[config.mk]
export PLATFORM = sky130hd
export DESIGN_NAME = opaddr_gen
export DESIGN_NICKNAME = d
export VERILOG_FILES = /design/src/rtl/opaddr_gen.sv
export SDC_FILE = /design/constraint.sdc
export NUM_CORES = 1
export LEC_CHECK = 0
export BUFFER_PORTS_ARGS = -buffer_cell sky130_fd_sc_hd__buf_2
export CAP_MARGIN = 20
export CORE_MARGIN = 4
export CORE_UTILIZATION = 60
export DETAILED_ROUTE_END_ITERATION = 16
export GPL_TIMING_DRIVEN = 1
export PLACE_DENSITY = 0.79
export SYNTH_ARGS = -nofsm -noshare
export SYNTH_HDL_FRONTEND = slang
export SYNTH_SLANG_ARGS = --single-unit
[constraint.sdc]
create_clock -name clk -period 3.95 [get_ports clk]
set_clock_uncertainty 0.05 [all_clocks]
set_input_delay 0.1975 -clock clk [delete_from_list [all_inputs] [get_ports clk]]
set_output_delay 0.1975 -clock clk [all_outputs]
set_load 0.03 [all_outputs]
[src/rtl/opaddr_gen.sv]
module opaddr_gen #(
  parameter int AW = 16
) (
  input  logic          clk,
  input  logic          rst_n,
  input  logic          start,
  input  logic [3:0]    mode,
  input  logic [AW-1:0] pc_in,
  input  logic [7:0]    x_in,
  input  logic [7:0]    y_in,
  input  logic          br_take,
  output logic          mem_rd,
  output logic [AW-1:0] mem_addr,
  input  logic [7:0]    mem_rdata,
  output logic          done,
  output logic [AW-1:0] ea,
  output logic [AW-1:0] pc_out,
  output logic [1:0]    extra_cyc,
  output logic [2:0]    br_cyc
);
  localparam int HW = AW - 8;

  typedef enum logic [1:0] {S_IDLE, S_ISSUE, S_WAIT, S_CALC} st_t;

  st_t           st;
  logic [3:0]    md;
  logic [AW-1:0] pc_r;
  logic [7:0]    xr, yr;
  logic          tk;
  logic [1:0]    k;
  logic [7:0]    b0, b1, b2, b3;
  logic          busy;

  function automatic logic [2:0] nreads(input logic [3:0] m);
    case (m)
      4'd0, 4'd1, 4'd2, 4'd9: nreads = 3'd1;
      4'd3, 4'd4, 4'd5:       nreads = 3'd2;
      4'd6, 4'd7:             nreads = 3'd3;
      4'd8:                   nreads = 3'd4;
      default:                nreads = 3'd0;
    endcase
  endfunction

  function automatic logic [AW-1:0] zx(input logic [7:0] v);
    zx = {{HW{1'b0}}, v};
  endfunction

  assign busy = (st != S_IDLE);

  logic [7:0] zp_ix;
  assign zp_ix = b0 + xr;

  logic [AW-1:0] ra;
  logic          op_fetch;
  always_comb begin
    ra = pc_r;
    op_fetch = 1'b0;
    case (k)
      2'd0: begin ra = pc_r; op_fetch = 1'b1; end
      2'd1: begin
        case (md)
          4'd6:    ra = zx(zp_ix);
          4'd7:    ra = zx(b0);
          default: begin ra = pc_r; op_fetch = 1'b1; end
        endcase
      end
      2'd2: begin
        case (md)
          4'd6:    ra = zx(zp_ix + 8'd1);
          4'd7:    ra = zx(b0 + 8'd1);
          default: ra = {b1, b0};
        endcase
      end
      default: ra = {b1, b0} + 1'b1;
    endcase
  end

  assign mem_rd   = (st == S_ISSUE);
  assign mem_addr = ra;

  logic [AW-1:0] abs_base, ind_base, e_c, npc_c, tgt;
  logic          cross_c;
  logic [1:0]    ex_c;
  logic [2:0]    bc_c;
  assign abs_base = {b1, b0};
  assign ind_base = {b2, b1};
  assign tgt      = pc_r + {{HW{b0[7]}}, b0};

  always_comb begin
    e_c = '0;
    npc_c = pc_r;
    cross_c = 1'b0;
    ex_c = 2'd0;
    bc_c = 3'd0;
    case (md)
      4'd0: e_c = zx(b0);
      4'd1: e_c = zx(b0 + xr);
      4'd2: e_c = zx(b0 + yr);
      4'd3: e_c = abs_base;
      4'd4: begin
        e_c = abs_base + zx(xr);
        cross_c = e_c[AW-1:8] != abs_base[AW-1:8];
      end
      4'd5: begin
        e_c = abs_base + zx(yr);
        cross_c = e_c[AW-1:8] != abs_base[AW-1:8];
      end
      4'd6: e_c = ind_base;
      4'd7: begin
        e_c = ind_base + zx(yr);
        cross_c = e_c[AW-1:8] != ind_base[AW-1:8];
      end
      4'd8: e_c = {b3, b2};
      4'd9: begin
        e_c = tgt;
        if (tk) begin
          npc_c = tgt;
          cross_c = tgt[AW-1:8] != pc_r[AW-1:8];
          bc_c = cross_c ? 3'd4 : 3'd3;
        end else begin
          bc_c = 3'd2;
        end
      end
      default: e_c = '0;
    endcase
    ex_c = {1'b0, cross_c};
  end

  always_ff @(posedge clk or negedge rst_n) begin
    if (!rst_n) begin
      st <= S_IDLE;
      md <= '0;
      pc_r <= '0;
      xr <= '0;
      yr <= '0;
      tk <= 1'b0;
      k <= '0;
      b0 <= '0;
      b1 <= '0;
      b2 <= '0;
      b3 <= '0;
    end else begin
      case (st)
        S_IDLE: if (start) begin
          md <= mode;
          pc_r <= pc_in;
          xr <= x_in;
          yr <= y_in;
          tk <= br_take;
          k <= '0;
          st <= (nreads(mode) == 3'd0) ? S_CALC : S_ISSUE;
        end
        S_ISSUE: st <= S_WAIT;
        S_WAIT: begin
          case (k)
            2'd0: b0 <= mem_rdata;
            2'd1: b1 <= mem_rdata;
            2'd2: b2 <= mem_rdata;
            default: b3 <= mem_rdata;
          endcase
          if (op_fetch) pc_r <= pc_r + 1'b1;
          if ({1'b0, k} == nreads(md) - 3'd1) st <= S_CALC;
          else begin
            k <= k + 2'd1;
            st <= S_ISSUE;
          end
        end
        default: st <= S_IDLE;
      endcase
    end
  end

  always_ff @(posedge clk or negedge rst_n) begin
    if (!rst_n) begin
      done <= 1'b0;
      ea <= '0;
      pc_out <= '0;
      extra_cyc <= '0;
      br_cyc <= '0;
    end else begin
      done <= (st == S_CALC);
      if (st == S_CALC) begin
        ea <= e_c;
        pc_out <= npc_c;
        extra_cyc <= ex_c;
        br_cyc <= bc_c;
      end
    end
  end
endmodule

==> flow_summary.html <==
<table>
<tr><th>Metric</th><th>Value</th></tr>
<tr><th colspan="2">Setup path</th></tr>
<tr><td>Critical path arrival</td><td>3.46 ns</td></tr>
<tr><td>Critical Path Sink Type</td><td>output pin</td></tr>
<tr><td>Crit Path Class</td><td>reg2out</td></tr>
<tr><td>Depth of the critical timing path with buffers and inverters included</td><td>11</td></tr>
<tr><td>Buf/Inv on CP</td><td>2</td></tr>
<tr><td>Critical path data required time</td><td>between 3 and 4 ns</td></tr>
<tr><td>Critical path's largest stage delay</td><td>~0.43 ns</td></tr>
<tr><td>Kind of cell adding the most delay to the critical path</td><td>compound AO/OA/AOI/OAI gates</td></tr>
<tr><td>Critical Path Source Type</td><td>flip-flop</td></tr>
<tr><td>Logic depth of the worst register-to-register path</td><td>9</td></tr>
<tr><td>Worst path cell trace</td><td>buf_4 -&gt; ha_1 -&gt; a211oi_1 -&gt; o21bai_1 -&gt; a211o_1 -&gt; a31oi_1 -&gt; nor3_1 -&gt; xnor2_1 -&gt; a221oi_1 -&gt; a21oi_1 -&gt; buf_2</td></tr>
<tr><td>Standard cell with the maximum stage delay on the critical path</td><td>sky130_fd_sc_hd__a211oi_1</td></tr>
<tr><td>Peak fanout along the critical path</td><td>10</td></tr>
<tr><th colspan="2">Finish</th></tr>
<tr><td>Diodes inserted</td><td>0</td></tr>
<tr><td>Regs by FF count</td><td>ea x16, pc_out x16, pc_r x16</td></tr>
<tr><td>Final nets</td><td>about 1,200</td></tr>
<tr><td>Area delta synth-&gt;final</td><td>13.8%</td></tr>
<tr><td>Leading cell type in the layout, fill and taps excluded</td><td>sky130_fd_sc_hd__dfrtp_1</td></tr>
<tr><td>Highest-count cells in the layout ignoring fill and taps</td><td>sky130_fd_sc_hd__dfrtp_1 (109), sky130_fd_sc_hd__nand2_1 (103), sky130_fd_sc_hd__buf_2 (100), sky130_fd_sc_hd__a21oi_1 (76), sky130_fd_sc_hd__o21ai_0 (70)</td></tr>
<tr><td>Share of layout cells above drive strength 1</td><td>around 20%</td></tr>
<tr><th colspan="2">Logic synthesis</th></tr>
<tr><td>Avg Synthesized Cell Area</td><td>~8.7 um^2</td></tr>
<tr><td>Post-Syn Nets</td><td>~1,100</td></tr>
<tr><td>Number of different library cells in the post-synthesis netlist</td><td>a little under 80</td></tr>
<tr><td>Ys async rst share</td><td>between 90% and 100%</td></tr>
<tr><td>Post-Synthesis Cells</td><td>1,004</td></tr>
<tr><td>Post-Syn Area</td><td>8700 um^2</td></tr>
<tr><td>Yosys Warn Count</td><td>0</td></tr>
<tr><td>Number of enable-type register cells in the synthesized netlist</td><td>0</td></tr>
<tr><td>Sequential area share after synthesis</td><td>about a third</td></tr>
<tr><td>Count of state elements after synthesis</td><td>110</td></tr>
<tr><td>Main synth FF type</td><td>sky130_fd_sc_hd__dfrtp_1</td></tr>
<tr><th colspan="2">Clocking</th></tr>
<tr><td>Clock edge transition at the registers on the reported setup and hold paths</td><td>approximately 0.090 ns</td></tr>
<tr><td>Clk_lat worst skew</td><td>0.38 ns</td></tr>
<tr><td>Number of H-tree levels</td><td>3</td></tr>
<tr><td>Clk root buf</td><td>sky130_fd_sc_hd__clkbuf_16</td></tr>
<tr><td>CTS tree</td><td>done</td></tr>
<tr><td>Cts bufs inserted</td><td>9</td></tr>
<tr><td># clock sinks</td><td>110</td></tr>
<tr><td>Clock Tree Buf Depth</td><td>2</td></tr>
<tr><th colspan="2">Floorplanning</th></tr>
<tr><td>Die outline area</td><td>about 16,000 um^2</td></tr>
<tr><td>Die X</td><td>around 130 um</td></tr>
<tr><td>Die boundary height</td><td>around 130 um</td></tr>
<tr><td>Core box area</td><td>approximately 14,000 um^2</td></tr>
<tr><td>Initial Utilization</td><td>62.0%</td></tr>
<tr><td>Ports</td><td>slightly above 100</td></tr>
<tr><td># rows</td><td>43</td></tr>
<tr><th colspan="2">Placed design</th></tr>
<tr><td>Final HPWL DP</td><td>between 20,000 and 25,000 um</td></tr>
<tr><td>Final weighted congestion in routability-driven placement</td><td>1.05</td></tr>
<tr><td>PortBufs</td><td>about 100</td></tr>
<tr><th colspan="2">Timing</th></tr>
<tr><td>Unrepaired setup endpoints after global routing</td><td>false</td></tr>
<tr><td>Setup-failing EPs final</td><td>0</td></tr>
<tr><td>Setup Total Neg Slack</td><td>0 ns</td></tr>
<tr><td>Slew @ Worst Pin</td><td>approximately 0.95 ns</td></tr>
<tr><td>Fin. max-slew vios</td><td>0</td></tr>
<tr><td>Fmax achieved</td><td>0.270 GHz</td></tr>
<tr><td>Final worst-path cycle share</td><td>between 90% and 100%</td></tr>
<tr><td>Fin. Hold Viols</td><td>0</td></tr>
<tr><td>Tmin final</td><td>between 3 and 4 ns</td></tr>
<tr><td>Worst rel slew slack</td><td>a little over a third</td></tr>
<tr><th colspan="2">Route</th></tr>
<tr><td>Routed via count divided by cell count</td><td>about 6.7</td></tr>
<tr><td>Met1 routed wirelength after detailed routing</td><td>11,600 um</td></tr>
<tr><td>Top routing layer in use</td><td>met4</td></tr>
<tr><td>Number of antenna-violating nets in the routed design</td><td>0</td></tr>
<tr><td>Post-route DRC</td><td>0</td></tr>
<tr><td>Detail Route met3 WL</td><td>3050 um</td></tr>
<tr><td>Routed wire length per instance</td><td>~23 um</td></tr>
<tr><td>WL met2</td><td>around 13,000 um</td></tr>
<tr><td>Number of design-rule violations left by the first detailed-router iteration</td><td>about 1,200</td></tr>
<tr><td>Via count</td><td>roughly 8,600</td></tr>
<tr><td>Router iterations before antenna repair</td><td>8</td></tr>
<tr><td>Routed Wire Length</td><td>slightly below 30,000 um</td></tr>
<tr><th colspan="2">GRT</th></tr>
<tr><td>Overall fraction of global-route tracks in use</td><td>35.7%</td></tr>
<tr><td>Global-route wire length before repair</td><td>roughly 46,000 um</td></tr>
<tr><td>Via count of the first global-routing pass</td><td>just over 8,000</td></tr>
<tr><td>Initial antenna violation count</td><td>0</td></tr>
<tr><td>Overflow left after global routing</td><td>0</td></tr>
<tr><td>Maximum number of pins on one net before global-route repair</td><td>54</td></tr>
<tr><th colspan="2">Status</th></tr>
<tr><td>Outcome</td><td>finished clean</td></tr>
<tr><th colspan="2">Flow run</th></tr>
<tr><td>Max-capacitance violation count</td><td>0</td></tr>
<tr><th colspan="2">Worst hold path</th></tr>
<tr><td>Worst hold path class</td><td>in2reg</td></tr>
<tr><td>Number of instances on the worst hold path</td><td>2</td></tr>
</table>
==> per-layer routing <==
metal / GRT usage (%) / up-vias
met3: 6.43 / 108
met5: 0 / -
li1: - / 3945
met2: 55.5 / 546
met1: 48.8 / 4038
met4: 16.3 / 0
==> path summary, 6_finish.rpt <==
kind / startpoint / endpoint / slack (ns)
max: b0[1] / mem_addr[6] / 0.24
min: y_in[2] / yr[2] / 0.002
max reg2reg: b0[5] / br_cyc[0] / 0.56
min reg2reg: pc_out[6] / pc_out[6] / 0.42
max in group asynchronous: rst_n / b1[7] / 2.69
min in group asynchronous: rst_n / b0[0] / 0.20
==> stage by stage <==
| step | std cells | instance area, um^2 | hold slack (ns) | utilization (%) | worst slack (ns) |
|---|---|---|---|---|---|
| finish | 1287 | 9900 | 0.00231 | 70.5 | 0.244 |
| floorplan | 1004 | 8700 | -0.148 | - | 0.872 |
| global route | 1287 | 9900 | 0.00933 | 70.5 | 0.0628 |
| CTS | 1284 | 9870 | 0.000388 | 70.3 | 0.224 |
| detailed placement | 1260 | 9470 | 0.0504 | 67.4 | 0.524 |
| global placement | 1260 | 9470 | 0.0450 | 67.4 | 0.582 |
==> timing repair <==
item                       4_1_cts  5_1_grt
hold buffers                     8        0
setup buffers                    0        3
hold endpoints to repair        23        0
setup endpoints to repair        0        2
gates resized for setup          0        2
==> kinds of logic after synthesis <==
kind of cell / share of synthesized area, %
AO/OA/AOI/OAI: 25.6
AND/OR/NAND/NOR: 16.2
flip-flops: 31.6
buffers and inverters: 3.97
multiplexers: 8.22
XOR/XNOR: 6.64
adder cells (fa/ha/maj): 7.68
other: 0.0431
==> Yosys cell counts, drive strengths merged (4+ instances only) <==
| cell | n | area, um^2 |
|---|---|---|
| dfrtp | 110 | 2750 |
| nand2 | 104 | 390 |
| a21oi | 77 | 389 |
| o21ai | 76 | 384 |
| nor2 | 68 | 255 |
| clkbuf | 53 | 200 |
| mux2 | 52 | 586 |
| ha | 47 | 588 |
| xnor2 | 36 | 315 |
| inv | 32 | 120 |
| nand3 | 28 | 153 |
| nor3 | 23 | 115 |
| xor2 | 22 | 193 |
| a21o | 17 | 130 |
| a222oi | 15 | 150 |
| o211ai | 14 | 105 |
| o21a | 14 | 105 |
| a221oi | 13 | 131 |
| mux2i | 13 | 130 |
| nand4 | 13 | 81.3 |
| o22ai | 13 | 81.3 |
| a211oi | 12 | 105 |
| nand2b | 11 | 68.8 |
| nor2b | 11 | 68.8 |
| a31oi | 10 | 62.6 |
| a22oi | 9 | 67.6 |
| and2 | 9 | 58.8 |
| and3 | 7 | 43.8 |
| a221o | 6 | 60.1 |
| a22o | 6 | 52.6 |
| or3 | 6 | 37.5 |
| a21boi | 5 | 37.5 |
| buf | 5 | 25.0 |
| o311ai | 5 | 43.8 |
| a32oi | 4 | 35.0 |
| fa | 4 | 80.1 |
| o221ai | 4 | 35.0 |
| o31ai | 4 | 35.0 |
==> layout make-up <==
class                           count  area (um^2)
Clock buffer                        9          225
Clock inverter                      7          100
Fill cell                        1134         4140
Inverter                           32          120
Multi-Input combinational cell    804         5620
Sequential cell                   110         2750
Tap cell                          180          225
Timing Repair Buffer              145          858
Power is left out: the tool's default activity adds up to more than one toggle a clock period on the data nets, which glitch-free logic cannot reach.
